[src/rtl/dupchk_pkg.sv]
package dupchk_pkg;
  typedef enum logic {MODE_NORMAL = 1'b0, MODE_TEST = 1'b1} chk_mode_e;

  localparam int unsigned DEF_W    = 8;
  localparam int unsigned DEF_L    = 16;
  localparam logic [15:0] DEF_TAPS = 16'hB400;
  localparam logic [15:0] DEF_RST  = 16'hACE1;
endpackage

[src/rtl/dupchk_func.sv]
module dupchk_func #(
  parameter int unsigned W = 8,
  parameter logic [W-1:0] K = 8'h5A
) (
  input  logic [W-1:0] x,
  output logic [W-1:0] y
);
  logic [W-1:0] rot;
  logic [W-1:0] sum;

  // rotate left by one, then mix with an offset sum
  generate
    if (W == 1) begin : g_rot1
      assign rot = x;
    end else begin : g_rotn
      assign rot = {x[W-2:0], x[W-1]};
    end
  endgenerate

  assign sum = x + K;
  assign y   = rot ^ sum;
endmodule

[src/rtl/dupchk_lfsr.sv]
module dupchk_lfsr #(
  parameter int unsigned L = 16,
  parameter logic [L-1:0] TAPS = 16'hB400,
  parameter logic [L-1:0] RST_SEED = 16'hACE1
) (
  input  logic         clk,
  input  logic         rst_n,
  input  logic         load,
  input  logic [L-1:0] seed,
  input  logic         step,
  input  logic [L-1:0] mask,
  output logic         cond,
  output logic [L-1:0] state
);
  localparam logic [L-1:0] NZ_FILL = {{(L-1){1'b0}}, 1'b1};

  logic [L-1:0] st_q;
  logic [L-1:0] st_next;
  logic         fb;
  logic [L-1:0] seed_fix;

  assign fb       = ^(st_q & TAPS);
  assign seed_fix = (seed == '0) ? NZ_FILL : seed;

  generate
    if (L == 1) begin : g_l1
      assign st_next = st_q;
    end else begin : g_ln
      assign st_next = {st_q[L-2:0], fb};
    end
  endgenerate

  always_ff @(posedge clk) begin
    if (!rst_n) begin
      st_q <= (RST_SEED == '0) ? NZ_FILL : RST_SEED;
    end else if (load) begin
      st_q <= seed_fix;
    end else if (step) begin
      st_q <= st_next;
    end
  end

  assign cond  = |(st_q & mask);
  assign state = st_q;
endmodule

[src/rtl/dupchk_cmp.sv]
module dupchk_cmp #(
  parameter int unsigned W = 8
) (
  input  logic                   vld,
  input  logic                   chk,
  input  dupchk_pkg::chk_mode_e  mode,
  input  logic [W-1:0]           main_y,
  input  logic [W-1:0]           dup_y,
  input  logic [W-1:0]           exp_y,
  output logic                   err
);
  logic [W-1:0] ref_y;
  logic         diff;

  always_comb begin
    ref_y = (mode == dupchk_pkg::MODE_TEST) ? exp_y : main_y;
    diff  = (ref_y != dup_y);
    err   = vld && chk && diff;
  end
endmodule

[src/rtl/dupchk_top.sv]
module dupchk_top #(
  parameter int unsigned W = dupchk_pkg::DEF_W,
  parameter int unsigned L = dupchk_pkg::DEF_L,
  parameter logic [W-1:0] K = 8'h5A,
  parameter logic [L-1:0] TAPS = dupchk_pkg::DEF_TAPS,
  parameter logic [L-1:0] RST_SEED = dupchk_pkg::DEF_RST
) (
  input  logic         clk,
  input  logic         rst_n,
  input  logic         in_valid,
  output logic         in_ready,
  input  logic [W-1:0] in_data,
  input  logic         in_test,
  input  logic [W-1:0] in_tvec,
  input  logic [W-1:0] in_texp,
  input  logic [W-1:0] in_inj,
  output logic         out_valid,
  input  logic         out_ready,
  output logic [W-1:0] out_data,
  output logic         out_err,
  output logic         out_chk,
  input  logic         cfg_load,
  input  logic [L-1:0] cfg_seed,
  input  logic [L-1:0] cfg_mask
);
  import dupchk_pkg::*;

  logic         acc;
  logic         cond;
  logic         active;
  logic [L-1:0] lfsr_st;

  logic [W-1:0] main_q;
  logic [W-1:0] dup_in_q;
  logic [W-1:0] exp_q;
  logic [W-1:0] inj_q;
  chk_mode_e    mode_q;
  logic         chk_q;
  logic         vld_q;

  logic [W-1:0] main_y;
  logic [W-1:0] dup_raw;
  logic [W-1:0] dup_y;

  assign in_ready = !vld_q || out_ready;
  assign acc      = in_valid && in_ready;
  assign active   = in_test || cond;

  dupchk_lfsr #(.L(L), .TAPS(TAPS), .RST_SEED(RST_SEED)) u_lfsr (
    .clk   (clk),
    .rst_n (rst_n),
    .load  (cfg_load),
    .seed  (cfg_seed),
    .step  (acc),
    .mask  (cfg_mask),
    .cond  (cond),
    .state (lfsr_st)
  );

  // result stage: loads on every accepted beat
  always_ff @(posedge clk) begin
    if (!rst_n) begin
      main_q <= '0;
      exp_q  <= '0;
      inj_q  <= '0;
      mode_q <= MODE_NORMAL;
      chk_q  <= 1'b0;
      vld_q  <= 1'b0;
    end else if (acc) begin
      main_q <= in_data;
      exp_q  <= in_texp;
      inj_q  <= in_inj;
      mode_q <= in_test ? MODE_TEST : MODE_NORMAL;
      chk_q  <= active;
      vld_q  <= 1'b1;
    end else if (out_ready) begin
      vld_q  <= 1'b0;
    end
  end

  // duplicate operand register: frozen unless the beat is checked
  always_ff @(posedge clk) begin
    if (!rst_n) begin
      dup_in_q <= '0;
    end else if (acc && active) begin
      dup_in_q <= in_test ? in_tvec : in_data;
    end
  end

  dupchk_func #(.W(W), .K(K)) u_main (.x(main_q),   .y(main_y));
  dupchk_func #(.W(W), .K(K)) u_dup  (.x(dup_in_q), .y(dup_raw));

  assign dup_y = dup_raw ^ inj_q;

  dupchk_cmp #(.W(W)) u_cmp (
    .vld    (vld_q),
    .chk    (chk_q),
    .mode   (mode_q),
    .main_y (main_y),
    .dup_y  (dup_y),
    .exp_y  (exp_q),
    .err    (out_err)
  );

  assign out_valid = vld_q;
  assign out_data  = main_y;
  assign out_chk   = vld_q && chk_q;
endmodule

[config.mk]
export PLATFORM = sky130hd
export DESIGN_NAME = dupchk_top
export DESIGN_NICKNAME = d
export VERILOG_FILES = /design/src/rtl/dupchk_pkg.sv /design/src/rtl/dupchk_func.sv /design/src/rtl/dupchk_lfsr.sv /design/src/rtl/dupchk_cmp.sv /design/src/rtl/dupchk_top.sv
export SDC_FILE = /design/constraint.sdc
export NUM_CORES = 1
export LEC_CHECK = 0
export ABC_AREA = 1
export CORE_MARGIN = 4
export CORE_UTILIZATION = 30
export CTS_CLUSTER_SIZE = 28
export DETAILED_ROUTE_END_ITERATION = 8
export GPL_TIMING_DRIVEN = 0
export PLACE_DENSITY = 0.53
export RECOVER_POWER = 100
export SLEW_MARGIN = 20
export SYNTH_ARGS = -nofsm -noshare
export SYNTH_HDL_FRONTEND = slang
export SYNTH_SLANG_ARGS = --single-unit
[constraint.sdc]
create_clock -name clk -period 4.58 [get_ports clk]
set_clock_uncertainty 0.1 [all_clocks]
set_input_delay 0.916 -clock clk [delete_from_list [all_inputs] [get_ports clk]]
set_output_delay 0.916 -clock clk [all_outputs]
set_load 0.02 [all_outputs]
==> results.json <==
{
  "synth_compound_area_share_pct": 12.17,
  "critical_path_depth": 10,
  "antenna_found_initial": 0,
  "tightest_slew_ns": 0.7000,
  "cts_setup_buffers": 0,
  "synth_xor_xnor_area_share_pct": 2.645,
  "vias": 3225,
  "finalHoldViolCount": 0,
  "avgViaCountPerCell": 4.688,
  "globalplace.congestion": 0.8800,
  "crit_fanout": 10,
  "initial_core_util_pct": 30.63,
  "die_area_sq_um": 11590,
  "crit_arrival_ns": 3.75,
  "final.min_clock_period_ns": 3.685,
  "ff2ff_setup_slack_ns": 1.71,
  "yosys_register_bits": 51,
  "synth_area_per_cell_sq_um": 6.368,
  "r2r-end": "u_lfsr.state[0]",
  "std_cell_rows": 36,
  "wl_per_cell_microns": 13.87,
  "synth_cells": 468,
  "insertedDiodeCount": 0,
  "slew_headroom_pct": 53.16,
  "synth_edf_count": 0,
  "critPathBufInv": 5,
  "syn_nets": 540,
  "r2r_cells": 8,
  "synth_area_sq_um": 2980,
  "cp_top_family": "buffers and inverters",
  "cts_tree": "built",
  "setup_viol": 0,
  "ant_nets": 0,
  "post_cts_resized": 0,
  "drt_first_iter_violations": 107,
  "drt-total-wl_mm": 9.540,
  "crit_type": "in2reg",
  "die_height_microns": 107.7,
  "io_buffer_count": 79,
  "maxCapViolations": 0,
  "ir_drop_mv": 0.1237,
  "slew_viol_final": 0,
  "required_ns": 4.64,
  "leakagePower_nw": 1.814,
  "timing.rr.start": "out_valid",
  "timing.final.ws_setup_ns": 0.8951,
  "grt_overflow": 0,
  "drcViolationCount": 0,
  "muxShareOfSynthArea_pct": 3.023,
  "hp-class": "reg2reg",
  "ys_seq_area_share_pct": 34.26,
  "cts_inserted_buffers": 5,
  "place_ws_ns": 1.313,
  "totalPowerFinal_mw": 1.183,
  "endpoint": "u_lfsr.state[0]",
  "grt_max_degree": 16,
  "core_sq_um": 9729,
  "grt_pass1_vias": 3067,
  "end_kind": "register",
  "finalCritPeriodShare_pct": 80.46,
  "cts.path.max_buffers": 2,
  "fmax_mhz": 271.4,
  "synth_top_family_by_area": "simple AND/OR/NAND/NOR gates",
  "cts_root_buf": "clkbuf_8",
  "grt_pass1_wl_mm": 15.14,
  "crit_chain": "dlygate4sd3_1, inv_1, nand2_1, nand2_1, clkinvlp_2, nor2_1, inv_1, buf_6, o211ai_1, o211ai_1",
  "syn2layout_area_growth_pct": 34.97,
  "drive_gt1_share_pct": 5.225,
  "n_fill_cell": 1092,
  "die_w_microns": 107.7,
  "synthAdderAreaFrac_pct": 0.8396,
  "slowest_delay_ns": 0.65,
  "stdcell_area_sq_um": 4023,
  "final_core_util_pct": 41.35,
  "firstDrtPassIters": 4,
  "ios": 82,
  "path_clk_slew_ns": 0.09,
  "start_kind": "input pin",
  "yosys.cell_types.count": 34,
  "power.density_nw_per_um2": 294.0,
  "status": "finished clean",
  "ctsHtreeMaxLevel": 2,
  "synth-simple-area-share_pct": 39.08,
  "cpMaxStageDelayCell": "nor2_1",
  "worstSetupStartpoint": "out_ready",
  "rsz0062_at_grt": "no",
  "dp_hpwl_mm": 7.562,
  "grt_usage_pct": 16.59,
  "yosys_warnings": 0,
  "nNetsFinal": 626,
  "place_area_sq_um": 3938,
  "clock_sinks": 51,
  "cts-hold-fix-buffers": 0,
  "setup_tns_ns": 0,
  "async_reset_ff_share_pct": 0,
  "insertion_delay_ns": 0.30,
  "synth-main-ff-cell": "dfxtp_1"
}
[power breakdown]
group	internal [mW]	switching (mW)
registers	0.481	0.0324
clock network	0.177	0.153
logic	0.154	0.185
[metal layers]
metal	wire, microns	GRT usage [%]
met4	114	4.328
met2	4365	26.87
met3	669	3.359
met1	4390	22.48
met5	0	0
[registers in the layout, indices dropped and copies added, names as in the netlist]
signal,cells
u_lfsr.state,16
mode_q,1
out_valid,1
chk_q,1
inj_q,8
main_q,8
exp_q,8
dup_in_q,8
[cell families (layout without fill, tap and decap cells)]
| group | count (synthesis) | in the layout |
|---|---|---|
| and+or+nand+nor | 272 | 272 |
| AOI/OAI and AO/OA | 70 | 70 |
| buffers and inverters | 56 | 143 |
| DFF | 51 | 51 |
| xor gates and xnor gates | 9 | 9 |
| muxes | 8 | 8 |
| adders and majority gates | 2 | 2 |
[area by class of cell]
| class | count | area [sq um] | area share [%] |
|---|---|---|---|
| Multi-Input combinational cell | 361 | 1695 | 42.15 |
| Clock inverter | 2 | 35.03 | 0.8709 |
| Buffer | 16 | 80.08 | 1.991 |
| Clock buffer | 6 | 82.58 | 2.053 |
| Sequential cell | 51 | 1021 | 25.38 |
| Tap cell | 133 | 166.4 | 4.137 |
| Timing Repair Buffer | 79 | 790.8 | 19.66 |
| Inverter | 40 | 151.4 | 3.764 |
[placed cells by master, fill, tap and decap left out, drive strengths merged, types with 2 or more instances in the layout]
cell             n
a21oi           27
buf              6
clkbuf          16
clkdlybuf4s50   66
clkinv           2
dfxtp           51
dlygate4sd3     13
ha               2
inv             38
mux2             8
nand2          151
nand3           36
nand3b           2
nand4           10
nor2            56
nor3             6
nor4             4
o211ai           2
o21ai           38
or2              7
xnor2            6
xor2             3
[synthesized netlist by cell type (2+ instances only)]
cell	instances	share of area (%)
clkbuf_1	8	1.0
nand2_1	149	19
nand4_1	10	2.1
xnor2_1	6	1.8
nor2_1	55	6.9
nor4_1	4	0.84
nand3b_1	2	0.50
nand3_1	36	6.0
o21ai_0	37	6.2
buf_6	2	0.76
xor2_1	3	0.88
or2_2	3	0.63
ha_1	2	0.84
or2_0	2	0.42
inv_2	3	0.38
buf_2	5	0.84
nor3_1	5	0.84
dfxtp_1	51	34
o211ai_1	2	0.50
mux2_2	8	3.0
or2_1	2	0.42
inv_1	35	4.4
a21oi_1	27	4.5
[how the worst min path moves through the flow]
| stage | slack [ns] | to | startpoint | cells after the start |
|---|---|---|---|---|
| after floorplan | 0.34 | inj_q[4] | inj_q[4] | 2 |
| after global placement | 0.36 | inj_q[0] | inj_q[0] | 2 |
| after detailed placement | 0.37 | chk_q | chk_q | 2 |
| after CTS | 0.38 | chk_q | chk_q | 2 |
| after global routing | 0.40 | exp_q[4] | exp_q[4] | 2 |
| final | 0.37 | chk_q | chk_q | 2 |
[per-stage QoR]
stage | cells | hold slack, ns
finish | 688 | 0.3736
global route | 688 | 0.4026
CTS | 688 | 0.3798
detailed placement | 680 | 0.3656
global placement | 680 | 0.3605
floorplan | 468 | 0.3441
[worst reg2reg max path: cells and delay by family, from the launching register on]
family,cells,cell delay (ns)
AND/OR/NAND/NOR,3,1.13
buffers and inverters,3,0.92
flip-flops,1,0.38
AO/OA/AOI/OAI,2,0.20
Power figures use the tool's default switching activity.
